[src/rtl/prd_pkg.sv]
package prd_pkg;

    typedef enum logic [1:0] {
        ERR_NONE     = 2'd0,
        ERR_EMPTY    = 2'd1,
        ERR_OVERFLOW = 2'd2
    } prd_err_e;

    typedef enum logic [2:0] {
        ST_ACCEPT = 3'd0,
        ST_SPLIT  = 3'd1,
        ST_OUT    = 3'd2,
        ST_FINISH = 3'd3,
        ST_DRAIN  = 3'd4,
        ST_DONE   = 3'd5
    } prd_state_e;

endpackage

[src/rtl/prd_chunk_sizer.sv]
module prd_chunk_sizer #(
    parameter int unsigned ADDR_W   = 32,
    parameter int unsigned LEN_W    = 32,
    parameter int unsigned BND_BITS = 16
) (
    input  logic [ADDR_W-1:0]   addr,
    input  logic [LEN_W-1:0]    remaining,
    input  logic                split_full,
    input  logic                dword_fmt,
    output logic [BND_BITS:0]   chunk
);
    localparam int unsigned CH_W = BND_BITS + 1;
    localparam logic [CH_W-1:0] FULL = {1'b1, {BND_BITS{1'b0}}};
    localparam logic [CH_W-1:0] HALF = {2'b01, {(BND_BITS-1){1'b0}}};

    logic [CH_W-1:0] room;
    logic [CH_W-1:0] capped;

    always_comb begin
        // bytes left before the next boundary
        room = FULL - {1'b0, addr[BND_BITS-1:0]};
        if (remaining < {{(LEN_W-CH_W){1'b0}}, room}) begin
            capped = remaining[CH_W-1:0];
        end else begin
            capped = room;
        end
        // a full-window chunk becomes a half chunk; the next cycle naturally
        // yields the second half because the address then sits mid-window
        if (split_full && !dword_fmt && capped == FULL) begin
            chunk = HALF;
        end else begin
            chunk = capped;
        end
    end
endmodule

[src/rtl/prd_ctrl_encoder.sv]
module prd_ctrl_encoder #(
    parameter int unsigned BND_BITS = 16,
    parameter int unsigned WORD_W   = 32
) (
    input  logic [BND_BITS:0]   bytes,
    input  logic                end_flag,
    input  logic                dword_fmt,
    output logic [WORD_W-1:0]   ctrl
);
    logic [BND_BITS:0] dw_minus1;

    always_comb begin
        dw_minus1 = (bytes >> 2) - 1'b1;
        ctrl      = '0;
        if (dword_fmt) begin
            // dword count minus one in the upper half, no terminator bit
            ctrl = {{(WORD_W-BND_BITS-1){1'b0}}, dw_minus1} << BND_BITS;
        end else begin
            ctrl[BND_BITS-1:0] = bytes[BND_BITS-1:0];
            ctrl[WORD_W-1]     = end_flag;
        end
    end
endmodule

[src/rtl/prd_splitter.sv]
module prd_splitter
    import prd_pkg::*;
#(
    parameter int unsigned ADDR_W      = 32,
    parameter int unsigned LEN_W       = 32,
    parameter int unsigned BND_BITS    = 16,
    parameter int unsigned MAX_ENTRIES = 8,
    parameter int unsigned CNT_W       = $clog2(MAX_ENTRIES + 1)
) (
    input  logic                clk,
    input  logic                rst_n,
    input  logic                cfg_dword_fmt,
    input  logic                cfg_split_full,
    input  logic                seg_valid,
    output logic                seg_ready,
    input  logic [ADDR_W-1:0]   seg_addr,
    input  logic [LEN_W-1:0]    seg_len,
    input  logic                seg_last,
    output logic                word_valid,
    input  logic                word_ready,
    output logic [ADDR_W-1:0]   word_data,
    output logic                req_done,
    output logic [CNT_W-1:0]    req_count,
    output logic [1:0]          req_err
);
    localparam int unsigned CH_W = BND_BITS + 1;
    localparam logic [CNT_W-1:0] CNT_MAX = CNT_W'(MAX_ENTRIES);
    localparam logic [CH_W-1:0]  FULL    = {1'b1, {BND_BITS{1'b0}}};

    typedef struct packed {
        prd_state_e         st;
        logic [ADDR_W-1:0]  addr;
        logic [LEN_W-1:0]   rem;
        logic               last;
        logic               pend_v;
        logic [ADDR_W-1:0]  pend_addr;
        logic [CH_W-1:0]    pend_bytes;
        logic               pend_end;
        logic               phase;
        logic [CNT_W-1:0]   cnt;
        logic               done;
        logic [CNT_W-1:0]   done_cnt;
        prd_err_e           err;
        prd_err_e           done_err;
    } state_t;

    state_t q, d;

    logic [CH_W-1:0]   chunk;
    logic [ADDR_W-1:0] ctrl_word;

    prd_chunk_sizer #(
        .ADDR_W(ADDR_W), .LEN_W(LEN_W), .BND_BITS(BND_BITS)
    ) sizer_i (
        .addr(q.addr), .remaining(q.rem),
        .split_full(cfg_split_full), .dword_fmt(cfg_dword_fmt),
        .chunk(chunk)
    );

    prd_ctrl_encoder #(
        .BND_BITS(BND_BITS), .WORD_W(ADDR_W)
    ) enc_i (
        .bytes(q.pend_bytes), .end_flag(q.pend_end),
        .dword_fmt(cfg_dword_fmt), .ctrl(ctrl_word)
    );

    always_comb begin
        d      = q;
        d.done = 1'b0;
        case (q.st)
            ST_ACCEPT: begin
                if (seg_valid) begin
                    if (seg_len == '0) begin
                        if (seg_last) d.st = ST_FINISH;
                    end else begin
                        d.addr = seg_addr;
                        d.rem  = seg_len;
                        d.last = seg_last;
                        d.st   = ST_SPLIT;
                    end
                end
            end
            ST_SPLIT: begin
                if (q.pend_v) begin
                    // older entry is known not to be the last: send it first
                    d.phase = 1'b0;
                    d.st    = ST_OUT;
                end else if (q.cnt == CNT_MAX) begin
                    d.err = ERR_OVERFLOW;
                    d.st  = q.last ? ST_DONE : ST_DRAIN;
                end else begin
                    d.pend_v     = 1'b1;
                    d.pend_addr  = q.addr;
                    d.pend_bytes = chunk;
                    d.pend_end   = 1'b0;
                    d.cnt        = q.cnt + 1'b1;
                    d.addr       = q.addr + {{(ADDR_W-CH_W){1'b0}}, chunk};
                    d.rem        = q.rem - {{(LEN_W-CH_W){1'b0}}, chunk};
                    if (q.rem == {{(LEN_W-CH_W){1'b0}}, chunk}) begin
                        d.st = q.last ? ST_FINISH : ST_ACCEPT;
                    end
                end
            end
            ST_OUT: begin
                if (word_ready) begin
                    if (!q.phase) begin
                        d.phase = 1'b1;
                    end else begin
                        d.phase  = 1'b0;
                        d.pend_v = 1'b0;
                        d.st     = q.pend_end ? ST_DONE : ST_SPLIT;
                    end
                end
            end
            ST_FINISH: begin
                if (q.cnt == '0) begin
                    d.err = ERR_EMPTY;
                    d.st  = ST_DONE;
                end else begin
                    d.pend_end = 1'b1;
                    d.phase    = 1'b0;
                    d.st       = ST_OUT;
                end
            end
            ST_DRAIN: begin
                if (seg_valid && seg_last) d.st = ST_DONE;
            end
            ST_DONE: begin
                d.done     = 1'b1;
                d.done_cnt = (q.err == ERR_NONE) ? q.cnt : '0;
                d.done_err = q.err;
                d.err      = ERR_NONE;
                d.cnt      = '0;
                d.pend_v   = 1'b0;
                d.pend_end = 1'b0;
                d.st       = ST_ACCEPT;
            end
            default: d.st = ST_ACCEPT;
        endcase
    end

    always_ff @(posedge clk) begin
        if (!rst_n) begin
            q <= '0;
        end else begin
            q <= d;
        end
    end

    assign seg_ready  = (q.st == ST_ACCEPT) || (q.st == ST_DRAIN);
    assign word_valid = (q.st == ST_OUT);
    assign word_data  = q.phase ? ctrl_word : q.pend_addr;
    assign req_done   = q.done;
    assign req_count  = q.done_cnt;
    assign req_err    = q.done_err;

    // word held under back-pressure
    p_word_hold_r11: assert property (@(posedge clk) disable iff (!rst_n)
        word_valid && !word_ready |=> word_valid && $stable(word_data));

    // done is a single-cycle pulse
    p_done_pulse_r12: assert property (@(posedge clk) disable iff (!rst_n)
        req_done |=> !req_done);

    // an error result never reports entries
    p_err_zero_count_r9: assert property (@(posedge clk) disable iff (!rst_n)
        req_done && req_err != 2'd0 |-> req_count == '0);

    // a staged entry stays inside one 64 KiB window
    p_window_r2: assert property (@(posedge clk) disable iff (!rst_n)
        q.pend_v |-> ({2'b00, q.pend_addr[BND_BITS-1:0]} + {1'b0, q.pend_bytes})
                     <= {1'b0, FULL});

    // with the workaround on, no staged entry is a full window
    p_no_full_entry_r5: assert property (@(posedge clk) disable iff (!rst_n)
        q.pend_v && cfg_split_full && !cfg_dword_fmt |-> q.pend_bytes != FULL);

    // entry counter never passes the table limit
    p_count_cap_r10: assert property (@(posedge clk) disable iff (!rst_n)
        q.cnt <= CNT_MAX);
endmodule

[config.mk]
export PLATFORM = sky130hd
export DESIGN_NAME = prd_splitter
export DESIGN_NICKNAME = d
export VERILOG_FILES = /design/src/rtl/prd_pkg.sv /design/src/rtl/prd_chunk_sizer.sv /design/src/rtl/prd_ctrl_encoder.sv /design/src/rtl/prd_splitter.sv
export SDC_FILE = /design/constraint.sdc
export NUM_CORES = 1
export LEC_CHECK = 0
export BUFFER_PORTS_ARGS = -buffer_cell sky130_fd_sc_hd__buf_2
export CORE_MARGIN = 3
export CORE_UTILIZATION = 60
export CTS_BUF_LIST = sky130_fd_sc_hd__clkbuf_4 sky130_fd_sc_hd__clkbuf_8
export DETAILED_ROUTE_END_ITERATION = 10
export MAX_ROUTING_LAYER = met4
export PLACE_DENSITY = 0.83
export RECOVER_POWER = 25
export SYNTH_ARGS = -nofsm -noshare
export SYNTH_HDL_FRONTEND = slang
export SYNTH_SLANG_ARGS = --single-unit
[constraint.sdc]
create_clock -name clk -period 8.8 [get_ports clk]
set_clock_uncertainty 0.15 [all_clocks]
set_input_delay 1.32 -clock clk [delete_from_list [all_inputs] [get_ports clk]]
set_output_delay 1.32 -clock clk [all_outputs]
set_load 0.05 [all_outputs]
======== Word-level counts from Yosys, hierarchy flattened ========
Cells that the tools add are included.
word-level totals
  output and inout bits ................... 41
  input bits .............................. 71
  word-level logic and storage cells ...... 111
  register bits after elaboration ......... 133
operators by class
  add/subtract/negate cells ............... 5
  bitwise logic cells ..................... 3
  multiplexer cells ....................... 44
  equal/unequal tests ..................... 21
  reductions and logical operators ........ 23
  magnitude comparators ................... 1
operators by type and width
  cell                                                                  number
  64-bit two-way mux                                                    2
  64-bit case mux with 2 select lines                                   1
  51-bit two-way mux                                                    2
  68-bit two-way mux                                                    1
  65-bit two-way mux                                                    1
  17-bit two-way mux                                                    2
  32-bit by 17-bit adder with 32-bit output                             1
  32-bit by 17-bit equality test with 1-bit output                      1
  32-bit logical NOT                                                    1
  32-bit by 17-bit less-than comparator with 1-bit output               1
  32-bit two-way mux                                                    1
  32-bit by 17-bit subtractor with 32-bit output                        1
  3-bit two-way mux                                                     10
  2-bit != test, second input constant                                  9
  17-bit equality test, second input constant                           1
  17-bit by 16-bit subtractor with 17-bit output, first input constant  1
  16-bit two-way mux                                                    1
  15-bit by 1-bit subtractor with 16-bit output, second input constant  1
  15-bit two-way mux                                                    1
  3-bit case mux with 5 select lines                                    1
  4-bit two-way mux                                                     3
  3-bit AND reduction                                                   4
  4-bit AND reduction                                                   3
  2-bit two-way mux                                                     5
  other kinds (24)                                                      42

======== Depth between registers and ports, before layout ========
Gate-level depths: netlist of the first run.
  depth after elaboration ................. 11
  mapped depth ............................ 28
  depth with buffers taken out ............ 27

======== Cells and area by module ========
A second synthesis of the first run with hierarchy kept.
second synthesis, totals
  cell total of the unflattened synthesis .. 1,271
  area total of the unflattened synthesis .. 9,577.9 um^2
modules (own cells, without submodules)
  module            cells each  instances  area an instance (um^2)  seq. area each (um^2)
  prd_splitter      1,067       1          8,139.1                  2,662.6
  prd_chunk_sizer   129         1          950.9                    0.0
  prd_ctrl_encoder  75          1          488.0                    0.0

======== Least setup slack after synthesis of the first run ========
Ideal clock, no wire load.
  kind .................................... register to register
  start ................................... reg q[98] (netlist bit)
  end ..................................... reg q[128] (netlist bit)
  arrival time ............................ 6,073 ps
  slack ................................... 2,515 ps
  path buffers ............................ 1
  setup time .............................. 61 ps
  stages on the path, launching flop included .. 27
  path through ............................ dfxtp_1 or4_1 or4_1 nand2b_1 nor3_1 xnor2_1 inv_1 ha_1 a21o_1 a21o_1 a21oi_1 o21ai_0 a211o_1 a31oi_2 buf_6 mux2i_1 ha_1 inv_1 fa_1 nor2b_1 o31a_1 o2111ai_1 o211ai_1 a41oi_1 or2_2 o41ai_1 a32o_1
on the way
  cells in the longest elaborated chain, start to end .. 10
ends and longest elaborated chain
  element                                                  RTL line               text
  from (decl)                                              prd_splitter.sv:47     state_t q, d;
  from (signal assigned)                                   prd_splitter.sv:144    q <= '0;
  from (signal assigned)                                   prd_splitter.sv:146    q <= d;
  17-bit by 16-bit subtractor with 17-bit output (*)       prd_chunk_sizer.sv:21  room = FULL - {1'b0, addr[BND_BITS-1:0]};
  32-bit by 17-bit less-than comparator with 1-bit output  prd_chunk_sizer.sv:22  if (remaining < {{(LEN_W-CH_W){1'b0}}, room}) begin
  17-bit two-way mux (*)                                   prd_chunk_sizer.sv:22
  17-bit equality test                                     prd_chunk_sizer.sv:29  if (split_full && !dword_fmt && capped == FULL) begin
  1-bit logical AND                                        prd_chunk_sizer.sv:29
  17-bit two-way mux (*)                                   prd_chunk_sizer.sv:29
  named net chunk[0]                                       prd_splitter.sv:49     logic [CH_W-1:0] chunk;
  32-bit by 17-bit adder with 32-bit output (*)            prd_splitter.sv:97     d.addr = q.addr + {{(ADDR_W-CH_W){1'b0}}, chunk};
  64-bit two-way mux (*)                                   prd_splitter.sv:88     end else if (q.cnt == CNT_MAX) begin
  64-bit two-way mux (*)                                   prd_splitter.sv:84     if (q.pend_v) begin
  64-bit case mux with 2 select lines (*)                  prd_splitter.sv:70     case (q.st)
Mark *: on every way through the listed nets, which the timed path passes. The rest lies on a longest branch. The select of a mux whose other input is x is not followed.
A chain may end at the register's enable or synchronous reset.

======== Worst setup path after layout of the first run ========
  start ................................... reg q[98] (netlist bit)
  end ..................................... reg q[121] (netlist bit)
Same word-level chain as after synthesis.

==> reports/summary.txt, run 1 <==
Port Buffer Count - 111
Synth Instances - 1235
largest net degree at the start of global routing - 83
Switching Share - 0.4325
dpl ws - 1.419 ns
CTS tree - built
Detailed Route WL - 27520 um
register share of total power - 0.304
Hold Fails Final Rpt - 0
kind of critical path - reg2reg
met2 wire len - 12430 um
metal3 WL - 2780 um
row count - 44
Max stage delay cell, worst path - a31oi_2
clock transition at the registers of the reported paths - 0.08 ns
area leader, netlist - dfxtp_1
HP Class - reg2reg
crit path launch type - flop
CTS Buffer Depth - 2
cell-internal power - 1.384 mW
Synth Area in Adders - 0.07822
Slew @ Worst Pin - 4.048 ns
largest family of logic cells by synthesized area - compound AO/OA/AOI/OAI gates
via count - 9599
Antenna diodes - 0
total of max-cap violations - 2
Comb power frac - 0.479
Tmin final - 7.581 ns
Yosys top cell area share - 0.2910
wire per inst - 18.45 um
Post-CTS Setup Inserts - 0
# DRC - 0
Top FF cell, synth - dfxtp_1
sequential-to-total area share from yosys stat - 0.2910
Static Leak - 4.106 nW
post-synthesis mux area share - 0.03008
nets@finish - 1422
CP bufs+invs - 2
Net Switching - 1.055 mW
Clock power frac - 0.217
period utilization - 0.8615
TritonCTS Sinks - 133
Post-Layout Inst Area - 10080 um2
final setup margin - 1.219 ns
Detailed Place HPWL - 19440 um
arrival time at the worst endpoint - 7.77 ns
fmax - 131.9 MHz
synthesized area - 9150 um2
CTS Buf Count - 17
asr flop ratio synth - 0
area post-placement - 9696 um2
RSZ-0062 raised after global routing - no
failing checks - capacitance limit, slew limit
Crit path largest cell delay - 0.76 ns
H-tree Lvls - 4
outcome - finished with violations
library cells used by synthesis - 65
Worst VDD drop - 0.1385 mV
clock root buffer - clkbuf_8
die footprint - 16770 um2
die height - 129.5 um
PwrDens - 241.9 nW/um2
synth-to-layout area growth - 10.21%
initial antenna violation count - 0
top layer in use - met4
top post-synthesis cells by area - dfxtp_1 29%, ha_1 7.4%, a21oi_1 6.4%
initial DRC count - 1248
Metal-1 WL - 11580 um
chip width - 129.5 um
vias in the first global route - 8712
Antenna Violating Nets Remaining - 0
final setup vio count - 0
GRT Residual Overflow - 0
setup TNS - 0 ns
delay-heaviest family, CP - compound AO/OA/AOI/OAI gates
total power - 2.439 mW
slack of the worst reg-to-reg path - 1.22 ns
gpl congestion - 1.005
Initial Utilization - 0.6225
CTS hold repair buffers - 0
Final Max Tran Viols - 121
# resized after CTS - 0
DR vias/cell - 6.434
#FFs+latches synth - 133
first-pass GRT wire length - 44190 um
Syn. warnings - 0
num ports - 112
core area - 14700 um2
max_slew headroom - -1.699
worst path cell trace - or4_1, or4_1, nand2b_1, nor3_1, xnor2_1, inv_1, ha_1, a21o_1, a21o_1, a21oi_1, o21ai_0, a211o_1, a31oi_2, mux2i_1, inv_1, ha_1, a211oi_1, o31ai_1, a22oi_1, a21oi_1, o22ai_1, nor2_1, mux2_2, a31oi_1
syn nets - 1362
CP Max Fanout - 13
Req. time, crit path - 8.99 ns
Simple-Gate Fraction of Synth Area - 0.2323
Pre-Repair DR Iteration Count - 6
Clock Latency Late Sink - 0.46 ns
GRT Util Overall - 0.3376
Avg Inst Size Synth - 7.409 um2
number of flops mapped to enable cells by yosys - 0
share of layout cells above drive strength 1 - 0.1246
crit path capture type - flop
Synth Area in XOR/XNOR - 0.05265
Synth Area in Compound Gates - 0.2456
[synth_stat cells (all sizes together) (30+ instances only)]
| master | instances |
|---|---|
| nand2 | 156 |
| dfxtp | 133 |
| a21oi | 117 |
| nor2 | 107 |
| inv | 82 |
| clkbuf | 68 |
| o21ai | 56 |
| ha | 54 |
| nor3 | 51 |
| o22ai | 40 |
| xnor2 | 33 |
| a221oi | 30 |
[power by group through the flow]
stage	registers [mW]	logic [mW]	clock network, mW
2_1_floorplan	0.715	0.898	0
3_3_place_gp	0.748	1.11	0
3_5_place_dp	0.750	1.13	0
4_1_cts	0.736	1.14	0.532
5_1_grt	0.748	1.29	0.554
6_report	0.741	1.17	0.529
[cells by family after synthesis]
family                     Yosys count
and+or+nand+nor                    454
AOI/OAI and AO/OA                  349
buffers and inverters              161
DFF                                133
adders and majority gates           56
xor gates and xnor gates            55
muxes                               27
[worst paths after layout]
| check | startpoint | to | depth (start not counted) |
|---|---|---|---|
| worst max-delay path | q[98] | q[121] | 24 |
| worst min-delay path | q[41] | q[41] | 2 |
| worst max register to register | q[98] | q[121] | 24 |
| worst min register to register | q[41] | q[41] | 2 |
[area by class of cell]
type | count | area, um2
multi-input combinational | 941 | 5874
fill | 1243 | 4614
sequential | 133 | 2664
timing repair buffer | 119 | 601.8
inverter | 83 | 311.5
clock buffer | 19 | 255.2
tap | 184 | 230.2
clock inverter | 13 | 147.6
[per-layer routing]
layer,global-route usage,up-vias
li1,-,4576
met1,0.4593,4385
met2,0.5088,558
met3,0.05400,80
met4,0.1235,0
met5,-,-
[state kept, by name, summed over array words and instances, names as in the netlist]
signal     cells
req_count      4
req_done       1
q            126
req_err        2
[stage by stage]
stage	hold slack, ns	util	instances
final	0.3046	0.6861	1492
after global placement	0.2879	0.6596	1460
after detailed placement	0.2928	0.6596	1460
after global routing	0.3268	0.6861	1492
after floorplan	0.2818	-	1235
after CTS	0.3076	0.6870	1492
[placed cells by master, fill, tap and decap left out, types with 6 or more instances in the layout]
| cell | instances |
|---|---|
| a211oi_1 | 13 |
| a21o_1 | 13 |
| a21oi_1 | 116 |
| a221oi_1 | 30 |
| a22o_1 | 6 |
| a22oi_1 | 6 |
| a31oi_1 | 8 |
| a32o_1 | 9 |
| and3_1 | 9 |
| buf_2 | 103 |
| buf_4 | 7 |
| clkbuf_1 | 9 |
| clkbuf_8 | 18 |
| dfxtp_1 | 132 |
| ha_1 | 54 |
| inv_1 | 82 |
| mux2i_1 | 23 |
| nand2_1 | 156 |
| nand2b_1 | 14 |
| nand3_1 | 29 |
| nand4_1 | 15 |
| nor2_1 | 104 |
| nor2b_1 | 12 |
| nor3_1 | 50 |
| nor4_1 | 25 |
| o21a_1 | 7 |
| o21ai_0 | 56 |
| o22ai_1 | 40 |
| or2_2 | 7 |
| or4_1 | 9 |
| xnor2_1 | 33 |
| xor2_1 | 22 |
[worst min-delay path, stage by stage, from the launching register on]
cell     delay, ns
dfxtp_1       0.31
nand2_1       0.05
a21oi_1       0.05
Power figures use the tool's default switching activity.
==> inputs of run 2 (changes only) <==
Settings changed: RECOVER_POWER 25 to 100.
==> run 2 against run 1 <==
Against the previous run:
- via count increased by 0.39%
- global-route usage is the same
- critical endpoint is now q[97]
- combinational power barely moved
- the run still ends with capacitance limit, slew limit left
- final area decreased by 0.46%
==> reports/summary.txt, run 2 (synthesis gave the netlist of run 1 again) <==
worst path cell trace - or4_1, or4_1, nand2b_1, nor3_1, xnor2_1, inv_1, ha_1, a21o_1, a21o_1, a21oi_1, o21ai_0, a211o_1, a31oi_2, clkbuf_1, mux2i_1, ha_1, and3_1, a41o_1, o41a_1, o31ai_1, a21oi_1, nor3_1, mux2i_1, o22ai_1 (was or4_1, or4_1, nand2b_1, nor3_1, xnor2_1, inv_1, ha_1, a21o_1, a21o_1, a21oi_1, o21ai_0, a211o_1, a31oi_2, mux2i_1, inv_1, ha_1, a211oi_1, o31ai_1, a22oi_1, a21oi_1, o22ai_1, nor2_1, mux2_2, a31oi_1)
hold path depth - 2 (unchanged)
Post-Layout Inst Area - 10040 um2 (was 10080 um2)
number of stages on the worst setup path - 24 (unchanged)
crit path capture type - flop (unchanged)
PwrDens - 243.1 nW/um2 (was 241.9 nW/um2)
chip width - 129.5 um (unchanged)
CTS hold repair buffers - 0 (unchanged)
Worst VDD drop - 0.1392 mV (was 0.1385 mV)
synth-to-layout area growth - 9.709% (was 10.21%)
num ports - 112 (unchanged)
CTS Buffer Depth - 2 (unchanged)
crit path launch type - flop (unchanged)
cell-internal power - 1.382 mW (was 1.384 mW)
H-tree Lvls - 4 (unchanged)
fmax - 131.9 MHz (about the same)
initial DRC count - 1202 (was 1248)
initial antenna violation count - 0 (unchanged)
Req. time, crit path - 8.85 ns (was 8.99 ns)
clock transition at the registers of the reported paths - 0.08 ns (about the same)
CP Max Fanout - 13 (unchanged)
Fill cells - 1269 (was 1243)
vias in the first global route - 8712 (unchanged)
max_slew headroom - -1.651 (was -1.699)
setup TNS - 0 ns (unchanged)
Clock Latency Late Sink - 0.46 ns (about the same)
Tmin final - 7.580 ns (was 7.581 ns)
Crit path largest cell delay - 0.76 ns (about the same)
core area - 14700 um2 (unchanged)
delay-heaviest family, CP - compound AO/OA/AOI/OAI gates (unchanged)
Post-CTS Setup Inserts - 0 (unchanged)
outcome - finished with violations (unchanged)
CP bufs+invs - 2 (unchanged)
dpl ws - 1.419 ns (unchanged)
Pre-Repair DR Iteration Count - 6 (unchanged)
CTS tree - built (unchanged)
Final Max Tran Viols - 121 (unchanged)
kind of critical path - reg2reg (unchanged)
Detailed Place HPWL - 19440 um (unchanged)
Static Leak - 3.957 nW (was 4.106 nW)
clock root buffer - clkbuf_8 (unchanged)
RSZ-0062 raised after global routing - no (unchanged)
post-layout util - 0.6829 (was 0.6861)
DR vias/cell - 6.458 (was 6.434)
most common cell after layout, fill and taps aside - nand2_1 (unchanged)
total power - 2.440 mW (was 2.439 mW)
period utilization - 0.8613 (was 0.8615)
path depth of the worst reg2reg path - 24 (unchanged)
row count - 44 (unchanged)
die footprint - 16770 um2 (unchanged)
Max stage delay cell, worst path - a31oi_2 (unchanged)
commonest non-fill, non-tap cells in the layout - 156 x nand2_1, 132 x dfxtp_1, 116 x a21oi_1, 104 x nor2_1, 82 x inv_1 (was 156 x nand2_1, 132 x dfxtp_1, 116 x a21oi_1, 104 x nor2_1, 103 x buf_2)
# DRC - 0 (unchanged)
Initial Utilization - 0.6225 (unchanged)
via count - 9636 (was 9599)
Antenna Violating Nets Remaining - 0 (unchanged)
max reg flops - 126 (unchanged)
Hold Fails Final Rpt - 0 (unchanged)
share of layout cells above drive strength 1 - 0.09709 (was 0.1246)
final setup margin - 1.220 ns (was 1.219 ns)
Port Buffer Count - 111 (unchanged)
final setup vio count - 0 (unchanged)
Detailed Route WL - 27630 um (was 27520 um)
gpl congestion - 1.005 (unchanged)
Net Switching - 1.059 mW (was 1.055 mW)
GRT Util Overall - 0.3376 (unchanged)
nets@finish - 1422 (unchanged)
failing checks - capacitance limit, slew limit (unchanged)
area post-placement - 9696 um2 (unchanged)
slack of the worst reg-to-reg path - 1.22 ns (about the same)
Clock power frac - 0.217 (about the same)
wire per inst - 18.52 um (was 18.45 um)
HP Class - reg2reg (unchanged)
register share of total power - 0.304 (about the same)
GRT Residual Overflow - 0 (unchanged)
CTS Buf Count - 17 (unchanged)
largest net degree at the start of global routing - 83 (unchanged)
register bank with the most flops - q (unchanged)
# resized after CTS - 0 (unchanged)
Switching Share - 0.4338 (was 0.4325)
Comb power frac - 0.479 (about the same)
total of max-cap violations - 2 (unchanged)
Antenna diodes - 0 (unchanged)
Slew @ Worst Pin - 3.977 ns (was 4.048 ns)
first-pass GRT wire length - 44190 um (unchanged)
die height - 129.5 um (unchanged)
TritonCTS Sinks - 133 (unchanged)
arrival time at the worst endpoint - 7.63 ns (was 7.77 ns)
-- run 2: power by group through the flow --
stage / clock (mW) / sequential (mW) / combinational [mW]
2_1_floorplan: 0 / 0.715 / 0.898
3_3_place_gp: 0 / 0.748 / 1.11
3_5_place_dp: 0 / 0.750 / 1.13
4_1_cts: 0.532 / 0.736 / 1.14
5_1_grt: 0.554 / 0.748 / 1.29
6_report: 0.530 / 0.741 / 1.17
-- run 2: worst reg2reg max path, delay by kind of cell (launching register included) --
kind            cells  cell delay, ns
compound gates     11            2.85
xor+xnor            1            0.18
fa+ha+maj           2            0.65
buf+inv             2            0.51
flops               1            0.38
mux                 2            0.64
simple gates        6            1.96
-- run 2: cell type report --
| class | count | area [um2] | area share |
|---|---|---|---|
| inverter | 83 | 311.5 | 0.03104 |
| sequential | 133 | 2664 | 0.2654 |
| tap | 184 | 230.2 | 0.02293 |
| multi-input combinational | 941 | 5874 | 0.5852 |
| clock inverter | 13 | 147.6 | 0.01471 |
| timing repair buffer | 119 | 555.5 | 0.05534 |
| clock buffer | 19 | 255.2 | 0.02543 |
-- run 2: path summary, 6_finish.rpt --
path	startpoint	endpoint
worst max-delay path	q[98]	q[97]
worst min-delay path	q[41]	q[41]
worst max register to register	q[98]	q[97]
worst min register to register	q[41]	q[41]
-- run 2: routing by layer --
metal  up-vias  wire length (um)  GRT usage
met3        79              2916    0.05400
met5         -                 0          -
li1       4571                 -          -
met1      4381             11540     0.4593
met4         0               718     0.1235
met2       605             12450     0.5088
-- run 2: stage by stage --
step,hold WS [ns],cells
after floorplan,0.2818,1235
final,0.3045,1492
after global placement,0.2879,1460
after detailed placement,0.2928,1460
after global routing,0.3268,1492
after CTS,0.3076,1492
